File: src/rtl/ftmr_pkg.sv
package ftmr_pkg;
   typedef enum logic {
      SEL_LOW  = 1'b0,
      SEL_HIGH = 1'b1
   } ftmr_sel_e;
endpackage

File: src/rtl/ftmr_prescale.sv
module ftmr_prescale #(
   parameter int CLK_DIV = 12
) (
   input  logic clk,
   input  logic rst,
   output logic tick
);
   localparam int PW = (CLK_DIV > 2) ? $clog2(CLK_DIV) : 1;
   localparam logic [PW-1:0] LAST = PW'(CLK_DIV - 1);

   logic [PW-1:0] phase_q;

   assign tick = (phase_q == LAST);

   always_ff @(posedge clk) begin
      if (rst)        phase_q <= '0;
      else if (tick)  phase_q <= '0;
      else            phase_q <= phase_q + 1'b1;
   end

   // a tick never lasts two cycles when the divide is at least two
   p_tick_single_r2: assert property (@(posedge clk) disable iff (rst)
      tick |=> !tick);
endmodule

File: src/rtl/ftmr_count.sv
module ftmr_count #(
   parameter int CNT_W = 12
) (
   input  logic             clk,
   input  logic             rst,
   input  logic             tick,
   output logic [CNT_W-1:0] count
);
   logic [CNT_W-1:0] count_q;

   assign count = count_q;

   always_ff @(posedge clk) begin
      if (rst)       count_q <= '0;
      else if (tick) count_q <= count_q + 1'b1;
   end

   // one step per tick, modulo 2^CNT_W
   p_step_r2: assert property (@(posedge clk) disable iff (rst)
      tick |=> count_q == CNT_W'($past(count_q) + 1'b1));
   p_hold_still_r3: assert property (@(posedge clk) disable iff (rst)
      !tick |=> $stable(count_q));
endmodule

File: src/rtl/ftmr_hold.sv
module ftmr_hold #(
   parameter int HI_W = 4
) (
   input  logic            clk,
   input  logic            rst,
   input  logic            capture,
   input  logic [HI_W-1:0] upper_in,
   output logic [HI_W-1:0] held
);
   logic [HI_W-1:0] held_q;

   assign held = held_q;

   always_ff @(posedge clk) begin
      if (rst)          held_q <= '0;
      else if (capture) held_q <= upper_in;
   end

   // capture takes the upper bits seen in the read cycle
   p_capture_r5: assert property (@(posedge clk) disable iff (rst)
      capture |=> held_q == $past(upper_in));
   // nothing but a low read changes the held nibble
   p_keep_r6: assert property (@(posedge clk) disable iff (rst)
      !capture |=> $stable(held_q));
endmodule

File: src/rtl/ftmr_tap.sv
module ftmr_tap #(
   parameter int CNT_W = 12,
   parameter int TAP   = 6
) (
   input  logic             clk,
   input  logic             rst,
   input  logic             tick,
   input  logic [CNT_W-1:0] count,
   output logic             strobe
);
   logic strobe_q;

   assign strobe = strobe_q;

   always_ff @(posedge clk) begin
      if (rst) strobe_q <= 1'b0;
      else     strobe_q <= tick && (&count[TAP:0]);
   end

   // the strobe is one cycle wide
   p_one_wide_r7: assert property (@(posedge clk) disable iff (rst)
      strobe_q |=> !strobe_q);
   // the strobe is seen only just after the low bits rolled to zero
   p_rollover_r8: assert property (@(posedge clk) disable iff (rst)
      strobe_q |-> (count[TAP:0] == '0));
endmodule

File: src/rtl/usec_free_timer.sv
module usec_free_timer
   import ftmr_pkg::*;
#(
   parameter int CLK_DIV  = 12,
   parameter int CNT_W    = 12,
   parameter int LO_W     = 8,
   parameter int DATA_W   = 8,
   parameter int TAP_FAST = 6,
   parameter int TAP_SLOW = 9
) (
   input  logic              clk,
   input  logic              rst,
   input  logic              rd_en,
   input  logic              rd_sel,
   output logic [DATA_W-1:0] rd_data,
   output logic              irq_fast,
   output logic              irq_slow
);
   localparam int HI_W   = CNT_W - LO_W;
   localparam int N_TAPS = 2;

   initial begin
      assert (CLK_DIV >= 2) else $error("CLK_DIV must be at least 2");
      assert (LO_W >= 1 && LO_W < CNT_W) else $error("LO_W out of range");
      assert (LO_W <= DATA_W && HI_W <= DATA_W) else $error("DATA_W too narrow");
      assert (TAP_FAST < CNT_W && TAP_SLOW < CNT_W) else $error("tap beyond counter");
   end

   logic             tick;
   logic [CNT_W-1:0] count;
   logic [HI_W-1:0]  held;
   logic [N_TAPS-1:0] strobes;
   logic             capture;

   assign capture = rd_en && (ftmr_sel_e'(rd_sel) == SEL_LOW);

   ftmr_prescale #(.CLK_DIV(CLK_DIV)) u_pre (
      .clk(clk), .rst(rst), .tick(tick));

   ftmr_count #(.CNT_W(CNT_W)) u_cnt (
      .clk(clk), .rst(rst), .tick(tick), .count(count));

   ftmr_hold #(.HI_W(HI_W)) u_hold (
      .clk(clk), .rst(rst), .capture(capture),
      .upper_in(count[CNT_W-1:LO_W]), .held(held));

   for (genvar i = 0; i < N_TAPS; i++) begin : g_tap
      localparam int TP = (i == 0) ? TAP_FAST : TAP_SLOW;
      ftmr_tap #(.CNT_W(CNT_W), .TAP(TP)) u_tap (
         .clk(clk), .rst(rst), .tick(tick), .count(count),
         .strobe(strobes[i]));
   end

   assign irq_fast = strobes[0];
   assign irq_slow = strobes[1];

   always_comb begin
      if (ftmr_sel_e'(rd_sel) == SEL_HIGH) rd_data = DATA_W'(held);
      else                                 rd_data = DATA_W'(count[LO_W-1:0]);
   end

   // upper bits of a high read are zero
   p_high_pad_r6: assert property (@(posedge clk) disable iff (rst)
      rd_sel |-> (rd_data >> HI_W) == '0);
   // nothing fires in the first cycle after reset
   p_quiet_after_reset_r1: assert property (@(posedge clk)
      rst |=> !irq_fast && !irq_slow);
endmodule

File: config.mk
export PLATFORM = sky130hd
export DESIGN_NAME = usec_free_timer
export DESIGN_NICKNAME = d
export VERILOG_FILES = /design/src/rtl/ftmr_pkg.sv /design/src/rtl/ftmr_prescale.sv /design/src/rtl/ftmr_count.sv /design/src/rtl/ftmr_hold.sv /design/src/rtl/ftmr_tap.sv /design/src/rtl/usec_free_timer.sv
export SDC_FILE = /design/constraint.sdc
export NUM_CORES = 1
export LEC_CHECK = 0
export ABC_AREA = 0
export BUFFER_PORTS_ARGS = -buffer_cell sky130_fd_sc_hd__buf_2
export CAP_MARGIN = 25
export CORE_MARGIN = 1
export CORE_UTILIZATION = 55
export DETAILED_ROUTE_END_ITERATION = 12
export PLACE_DENSITY = 0.84
export SETUP_SLACK_MARGIN = 0.2
export SYNTH_ARGS = -nofsm -noshare
export SYNTH_HDL_FRONTEND = slang
export SYNTH_HIERARCHICAL = 1
export SYNTH_SLANG_ARGS = --single-unit
File: constraint.sdc
create_clock -name clk -period 2.5 [get_ports clk]
set_input_delay 0.25 -clock clk [delete_from_list [all_inputs] [get_ports clk]]
set_output_delay 0.25 -clock clk [all_outputs]
set_load 0.005 [all_outputs]
==> PnR_summary.wiki, run 1 <==
{| class="wikitable"
! Metric !! Value
|-
| Number of search-and-repair iterations in the first detailed-routing pass || 4
|-
| Buffer cell driving the clock tree root || clkbuf_4
|-
| Count of buffer and inverter cells on the critical path || 0
|-
| Final non-filler cell area || roughly 0.0012 mm2
|-
| Count of input and output buffers || 13
|-
| Required time of the critical path || between 2 and 3 ns
|-
| Number of antenna violations at the first check in global routing || 0
|-
| Total CTS buffers || 3
|-
| Initial core utilization || approximately three fifths
|-
| Global-route total usage across every layer || about 22%
|-
| Maximum vdd ir drop || between 0.3 and 0.4 mV
|-
| Run status || completed
|-
| CP Capture Type || flip-flop
|-
| Max Clock Skew || 0.002505 ns
|-
| Weighted congestion reported at the end of routability-driven placement || ~0.83
|-
| Worst slew pin tran || approximately 0.42 ns
|-
| Total of endpoints with negative setup slack in the final report || 0
|-
| Unrepaired setup endpoints after global routing || no
|-
| Mean number of vias per cell || slightly below 6
|-
| Crit Path Class || reg -> reg
|-
| Via count of the first global-routing pass || about 760
|-
| Netlist cell types || 36
|-
| Power Dens Cells || roughly 540 mW/mm2
|-
| Wire length of the first global-routing pass || 3.236 mm
|-
| Non-filler cells, final || ~150
|-
| Worst-path cell chain || ha_1 > and3b_2 > nand4_2 > or4_1 > a21oi_1
|-
| Post-route clock period utilization || between 70% and 80%
|-
| Top-Level Pins || 14
|-
| Total negative slack || 0 ns
|-
| Placed inst area || 0.001150 mm2
|-
| Worst slew margin relative to its limit || between 70% and 80%
|-
| Die height || approximately 46 um
|-
| Critical Path Max Stage Delay || around 0.55 ns
|-
| Instance count of the mapped netlist || ~110
|-
| Post-cts hold buffer count || 0
|-
| Detailed router's first-iteration violation count || 21
|-
| Final worst path period need || 1.988 ns
|-
| Power after layout || about 0.65 mW
|-
| Commonest non-fill, non-tap cell in the layout || dfxtp_1
|-
| Max Cap Violations || 0
|-
| Core Region || 0.001783 mm2
|-
| DRC Markers || 0
|-
| Die outline area || ~0.0021 mm2
|-
| Cell family with the largest share of critical-path delay || simple AND/OR/NAND/NOR gates
|-
| Routed wire length || around 2 mm
|-
| Timing-limited maximum frequency || a little over 500 MHz
|-
| Critical Path Start Type || flip-flop
|-
| Synthesis-to-finish area growth || 12.00%
|-
| Placement row count || 15
|-
| Commonest cells after routing, fill and taps aside || dfxtp_1, buf_2, nor2_1, a21oi_1
|-
| Hold WS || around 0.35 ns
|-
| Fin. max-slew vios || 0
|-
| Number of flip-flops and latches in the synthesized netlist || 22
|-
| Pin count of the biggest net entering global routing || 26
|-
| Global-route congestion overflow total || 0
|-
| Estimated wirelength of the detail-placed design || 1.351 mm
|-
| Clock-pin slew of the registers on the worst-case setup and hold paths || between 0.1 and 0.15 ns
|-
| Nets || approximately 130
|-
| CP Data Arrival Time || 2.21 ns
|-
| Worst path slowest cell || or4_1
|-
| TritonCTS clock tree || done
|-
| Count of inserted antenna diode cells || 0
|-
| Endpoints failing hold || 0
|-
| Number of routed nets with antenna violations || 0
|-
| Number of clock sinks || 22
|-
| Post-CTS Resized || 0
|-
| Worst min path class || in -> reg
|-
| H-tree depth || 1
|-
| Combined area of all synthesized cells || roughly 0.0011 mm2
|-
| Routed wire length per instance || around 14 um
|-
| Placed cell count || around 140
|-
| Post-CTS setup buffer count || 0
|-
| Routed vias || around 850
|-
| Sequential-to-total area share from yosys stat || between 40% and 50%
|-
| Yosys warning count || 6
|-
| Largest buffer count on any clock path || 2
|-
| Clock latency at the later pin of the worst-skew pair || roughly 0.30 ns
|-
| Highest fanout seen on the critical path || 9
|-
| Syn avg cell area || about 10 um2
|-
| Leak Pwr || ~0.5 nW
|-
| Share of layout cells above drive strength 1 || about 29%
|-
| Die width || 46.18 um
|-
| Net count after synthesis || 113
|}
cells by family (layout without fill, tap and decap cells):
logic type	after synthesis	count (layout)	share of synthesized area (%)
compound gates	12	12	7.343
simple gates	50	50	30.77
xor+xnor	4	4	3.264
fa+ha+maj	2	2	2.331
buf+inv	6	20	2.913
mux	11	11	12.35
flops	22	22	41.03
worst register-to-register path: cells and delay by family, from the launching register on:
kind	cells	cell delay, ns
DFF	1	0.38
adders and majority gates	1	0.20
and+or+nand+nor	3	1.10
AOI/OAI and AO/OA	1	0.22
worst paths after layout:
| path | from | end | cells after the start | slack, ns |
|---|---|---|---|---|
| min | rst | u_hold/held[3] | 2 | 0.35 |
| max | u_pre/phase_q[0] | u_cnt/count[7] | 5 | 0.51 |
| min reg2reg | u_pre/phase_q[0] | u_pre/phase_q[0] | 1 | 0.49 |
| max reg2reg | u_pre/phase_q[0] | u_cnt/count[7] | 5 | 0.51 |
per-stage QoR:
step / utilization (%) / setup WS [ns]
after global placement: 64.49 / 0.6646
after floorplan: - / 0.7535
after detailed placement: 64.49 / 0.6110
after CTS: 67.44 / 0.5605
after global routing: 67.44 / 0.3973
final: 67.44 / 0.5125
final cells by class:
class                           count  area (um2)
Sequential cell                    22       440.4
Tap cell                           25       31.28
Clock inverter                      1       30.03
Multi-Input combinational cell     79       601.8
Fill cell                         148       580.6
Clock buffer                        3       22.52
Inverter                            3       11.26
Timing Repair Buffer               13       65.06
layer usage:
layer	share of wire (%)	vias up	global-route usage, %
met3	4.7	2	2.353
li1	-	419	-
met4	1.1	0	14.71
met1	49	401	28.13
met5	0	-	0
met2	46	30	33.52
Yosys cell counts, drive strengths merged:
| cell | instances | area, um2 |
|---|---|---|
| dfxtp | 22 | 440.4 |
| nor2 | 11 | 41.29 |
| a21oi | 6 | 30.03 |
| and2b | 6 | 51.30 |
| mux2 | 6 | 82.58 |
| mux2i | 5 | 50.05 |
| nand2 | 5 | 18.77 |
| nand4 | 5 | 43.79 |
| inv | 3 | 11.26 |
| nand4b | 3 | 26.28 |
| nor3 | 3 | 25.02 |
| o31ai | 3 | 22.52 |
| or4 | 3 | 22.52 |
| xnor2 | 3 | 26.28 |
| clkbuf | 2 | 8.750 |
| ha | 2 | 25.02 |
| nand3 | 2 | 10.01 |
| nor2b | 2 | 12.51 |
| nor4 | 2 | 12.51 |
| o21ai | 2 | 10.01 |
| or2b | 2 | 16.27 |
| or3 | 2 | 12.51 |
| and3 | 1 | 6.260 |
| and3b | 1 | 10.01 |
| buf | 1 | 11.26 |
| nor3b | 1 | 12.51 |
| o32ai | 1 | 16.27 |
| or3b | 1 | 8.760 |
| xor2 | 1 | 8.760 |
registers in the layout, indices dropped and copies added, names as in the netlist:
name                flops
u_hold/held             4
u_cnt/count            12
g_tap.u_tap/strobe      2
u_pre/phase_q           4
where the power goes:
part	internal [mW]	switching, mW
sequential	0.355	0.00334
combinational	0.0122	0.0132
clock	0.162	0.106
total	0.529	0.123
No activity file was read; power rests on OpenSTA's default activity.
==> run 2: changes to the inputs <==
- ABC_AREA: 0 -> 1
- CORE_UTILIZATION: 55 -> 50
- PLACE_DENSITY: 0.84 -> 0.81
- clock period: 2.5 -> 1.7 ns (I/O delays scaled with it)
==> run 2 against run 1 <==
Clock power shrank 14%. Total power up 26%. Global-route usage decreased by 3.1 points. Area after synthesis up 7.0%. Count of clock-buffer cells in the layout unchanged. Register-to-register slack worse by 0.17 ns. Die area grew 17%. First-iteration DRC count rose by 33%. Via count up 22%. Critical path type unchanged.
==> PnR_summary.wiki, run 2 <==
{| class="wikitable"
! Metric !! Value
|-
| Worst min path class || in -> reg
|-
| Leak Pwr || 0.5804 nW (+19%)
|-
| Netlist cell types || 24 (-33%)
|-
| Number of flip-flops and latches in the synthesized netlist || 22 (unchanged)
|-
| Buffer cell driving the clock tree root || clkbuf_4
|-
| Initial core utilization || 55.70% (-4.5 points)
|-
| Routed wire length per instance || 10.01 um (-26%)
|-
| Max Cap Violations || 0 (unchanged)
|-
| Final worst path period need || 1.354 ns (-0.6333 ns)
|-
| Destination of the worst register-to-register timing path || u_cnt/count[10]
|-
| Commonest non-fill, non-tap cell in the layout || nand2_1
|-
| Instance count along the most critical hold path || 2 (unchanged)
|-
| Die width || 49.93 um (+8.1%)
|-
| Core Region || 0.002062 mm2 (+16%)
|-
| Share of layout cells above drive strength 1 || 20.97% (-8.0 points)
|-
| Clock latency at the later pin of the worst-skew pair || 0.30 ns (about the same)
|-
| TritonCTS clock tree || done
|-
| Pin count of the biggest net entering global routing || 12 (-54%)
|-
| Total negative slack || 0 ns (unchanged)
|-
| Ranking of synthesized cells by area || dfxtp_1, nand2_1, inv_1
|-
| Post-route clock period utilization || 79.66% (+0.16 points)
|-
| Highest fanout seen on the critical path || 7 (-2)
|-
| Worst slack at placement || 0.2720 ns (-0.3390 ns)
|-
| Unrepaired setup endpoints after global routing || no
|-
| Post-cts hold buffer count || 0 (unchanged)
|-
| Endpoints failing hold || 0 (unchanged)
|-
| Final core utilization || 61.53% (-5.9 points)
|-
| Commonest cells after routing, fill and taps aside || nand2_1, inv_1, nor2_1, dfxtp_1, buf_2
|-
| Worst slew pin tran || 0.4440 ns (+0.02410 ns)
|-
| Largest buffer count on any clock path || 2 (unchanged)
|-
| Count of inserted antenna diode cells || 0 (unchanged)
|-
| Maximum vdd ir drop || 0.5129 mV (+66%)
|-
| Syn avg cell area || 6.756 um2 (-33%)
|-
| Main flop type after synthesis || dfxtp_1
|-
| Top-Level Pins || 14 (unchanged)
|-
| Number of clock sinks || 22 (unchanged)
|-
| Max Clock Skew || 0.006584 ns (+0.004078 ns)
|-
| Via count of the first global-routing pass || 875 (+15%)
|-
| Worst slew margin relative to its limit || 70.29% (-1.7 points)
|-
| Die outline area || 0.002493 mm2 (+17%)
|-
| Nets || 194 (+52%)
|-
| Number of routed nets with antenna violations || 0 (unchanged)
|-
| Most numerous cell in the Yosys netlist || nand2_1
|-
| Required time of the critical path || 1.92 ns (-0.81 ns)
|-
| Combined area of all synthesized cells || 0.001149 mm2 (+7.0%)
|-
| Number of antenna violations at the first check in global routing || 0 (unchanged)
|-
| Most numerous cell types in the synthesized netlist || nand2_1, inv_1, nor2_1
|-
| Mean number of vias per cell || 4.864 (-17%)
|-
| Global-route congestion overflow total || 0 (unchanged)
|-
| Global-route total usage across every layer || 18.57% (-3.1 points)
|-
| Routed vias || 1036 (+22%)
|-
| Proportion of netlist area held by the largest area contributor || 38.34% (-2.7 points)
|-
| DRC Markers || 0 (unchanged)
|-
| Placement row count || 16 (+1)
|-
| Wire length of the first global-routing pass || 3.574 mm (+10%)
|-
| Max FFs per register || 12 (unchanged)
|-
| Power Dens Cells || 649.0 mW/mm2 (+20%)
|-
| Critical Path Start Type || flip-flop
|-
| Crit Path Class || reg -> reg
|-
| Die height || 49.93 um (+8.1%)
|-
| CP Data Arrival Time || 1.57 ns (-0.64 ns)
|-
| Weighted congestion reported at the end of routability-driven placement || 0.8680 (+4.2%)
|-
| Timing-limited maximum frequency || 738.4 MHz (+47%)
|-
| Routed wire length || 2.132 mm (+8.1%)
|-
| Yosys warning count || 6 (unchanged)
|-
| Hold WS || 0.1490 ns (-0.2003 ns)
|-
| Startpoint of the worst hold path || rst
|-
| H-tree depth || 1 (unchanged)
|-
| Library cell with the largest summed area after synthesis || dfxtp_1
|-
| Total of endpoints with negative setup slack in the final report || 0 (unchanged)
|-
| Number of search-and-repair iterations in the first detailed-routing pass || 4 (unchanged)
|-
| Total CTS buffers || 3 (unchanged)
|-
| Number of enable-type register cells in the synthesized netlist || 0 (unchanged)
|-
| Worst flop-to-flop path startpoint || u_pre/phase_q[0]
|-
| Run status || completed
|-
| CP Capture Type || flip-flop
|-
| R2R Setup Slk || 0.35 ns (-0.17 ns)
|-
| Count of input and output buffers || 13 (unchanged)
|-
| Estimated wirelength of the detail-placed design || 1.542 mm (+14%)
|-
| Endpoint, Worst Hold || u_cnt/count[2]
|-
| Synthesis-to-finish area growth || 10.46%
|-
| FF-to-FF path depth || 8 (+3)
|-
| Async set-reset flop share out of synthesis || 0% (unchanged)
|-
| Fin. max-slew vios || 0 (unchanged)
|-
| Clock-pin slew of the registers on the worst-case setup and hold paths || 0.12 ns (about the same)
|-
| Net count after synthesis || 176 (+56%)
|-
| Instance count of the mapped netlist || 170 (+59%)
|-
| Detailed router's first-iteration violation count || 28 (+33%)
|-
| Sequential-to-total area share from yosys stat || 38.34% (-2.7 points)
|-
| Setup WS post-layout || 0.3458 ns (-0.1667 ns)
|}
[run 2: cell count changes in the layout (fill, tap and decap cells not counted), moves of 4 or more]
cell	previous run	this run
nand2_1	5	47
inv_1	3	24
nor2_1	11	24
nand3_1	2	8
and2b_2	5	0
mux2i_1	5	0
nor2_2	0	5
a21oi_1	6	10
inv_2	0	4
mux2_4	4	0
nor2_4	0	4
[run 2: through the flow]
stage / instances / power (mW) / instance area, um2
after floorplan: 170 / 0.5899 / 1149
after global placement: 208 / 0.5992 / 1225
after detailed placement: 208 / 0.6027 / 1225
after CTS: 211 / 0.8294 / 1247
after global routing: 213 / 0.8719 / 1269
final: 213 / 0.8234 / 1269
[run 2: cells by family after synthesis]
kind of cell,synth area share (%)
adders and majority gates,2.178
buffers and inverters,12.09
DFF,38.34
and+or+nand+nor,40.09
AOI/OAI and AO/OA,7.299
[run 2: metal layers]
layer	vias up	part of all wire [%]	wire [um]	GRT usage, %
li1	558	-	-	-
met1	447	47	994	23.54
met2	27	48	1019	31.98
met3	4	4.1	88	2.778
met4	0	1.4	30	5.714
met5	-	0	0	0
[run 2: repair_timing]
action,4_1_cts,5_1_grt
setup endpoints to repair,0,9
gates resized for setup,0,4
buffers inserted,0,1
[run 2: cell type report]
| type | instances | area [um2] |
|---|---|---|
| Multi-Input combinational cell | 117 | 580.6 |
| Inverter | 29 | 108.9 |
| Sequential cell | 22 | 442.9 |
| Timing Repair Buffer | 15 | 80.08 |
| Tap cell | 27 | 33.78 |
| Fill cell | 196 | 793.3 |
| Clock buffer | 3 | 22.52 |
[run 2: worst max-delay path by stage]
stage                                  to              from  slack (ns)
after floorplan           u_cnt/count[10]  u_pre/phase_q[0]        0.28
after global placement    u_cnt/count[10]  u_pre/phase_q[0]        0.32
after detailed placement   u_cnt/count[9]  u_pre/phase_q[0]        0.27
after CTS                  u_cnt/count[9]  u_pre/phase_q[0]        0.23
after global routing      u_cnt/count[10]  u_pre/phase_q[0]        0.20
final                     u_cnt/count[10]  u_pre/phase_q[0]        0.35
[run 2: worst max-delay path, stage by stage (launching register included)]
cell and delay, ns:
dfxtp_2 0.37, ha_1 0.20, nand3_2 0.11, inv_2 0.09
nand2_4 0.07, nor2_4 0.17, nand3b_2 0.10, nor2_1 0.10
nor2_1 0.05
[run 2: power breakdown]
part           switching, mW  internal (mW)
clock                  0.148         0.0827
combinational         0.0353         0.0214
sequential           0.00809          0.528
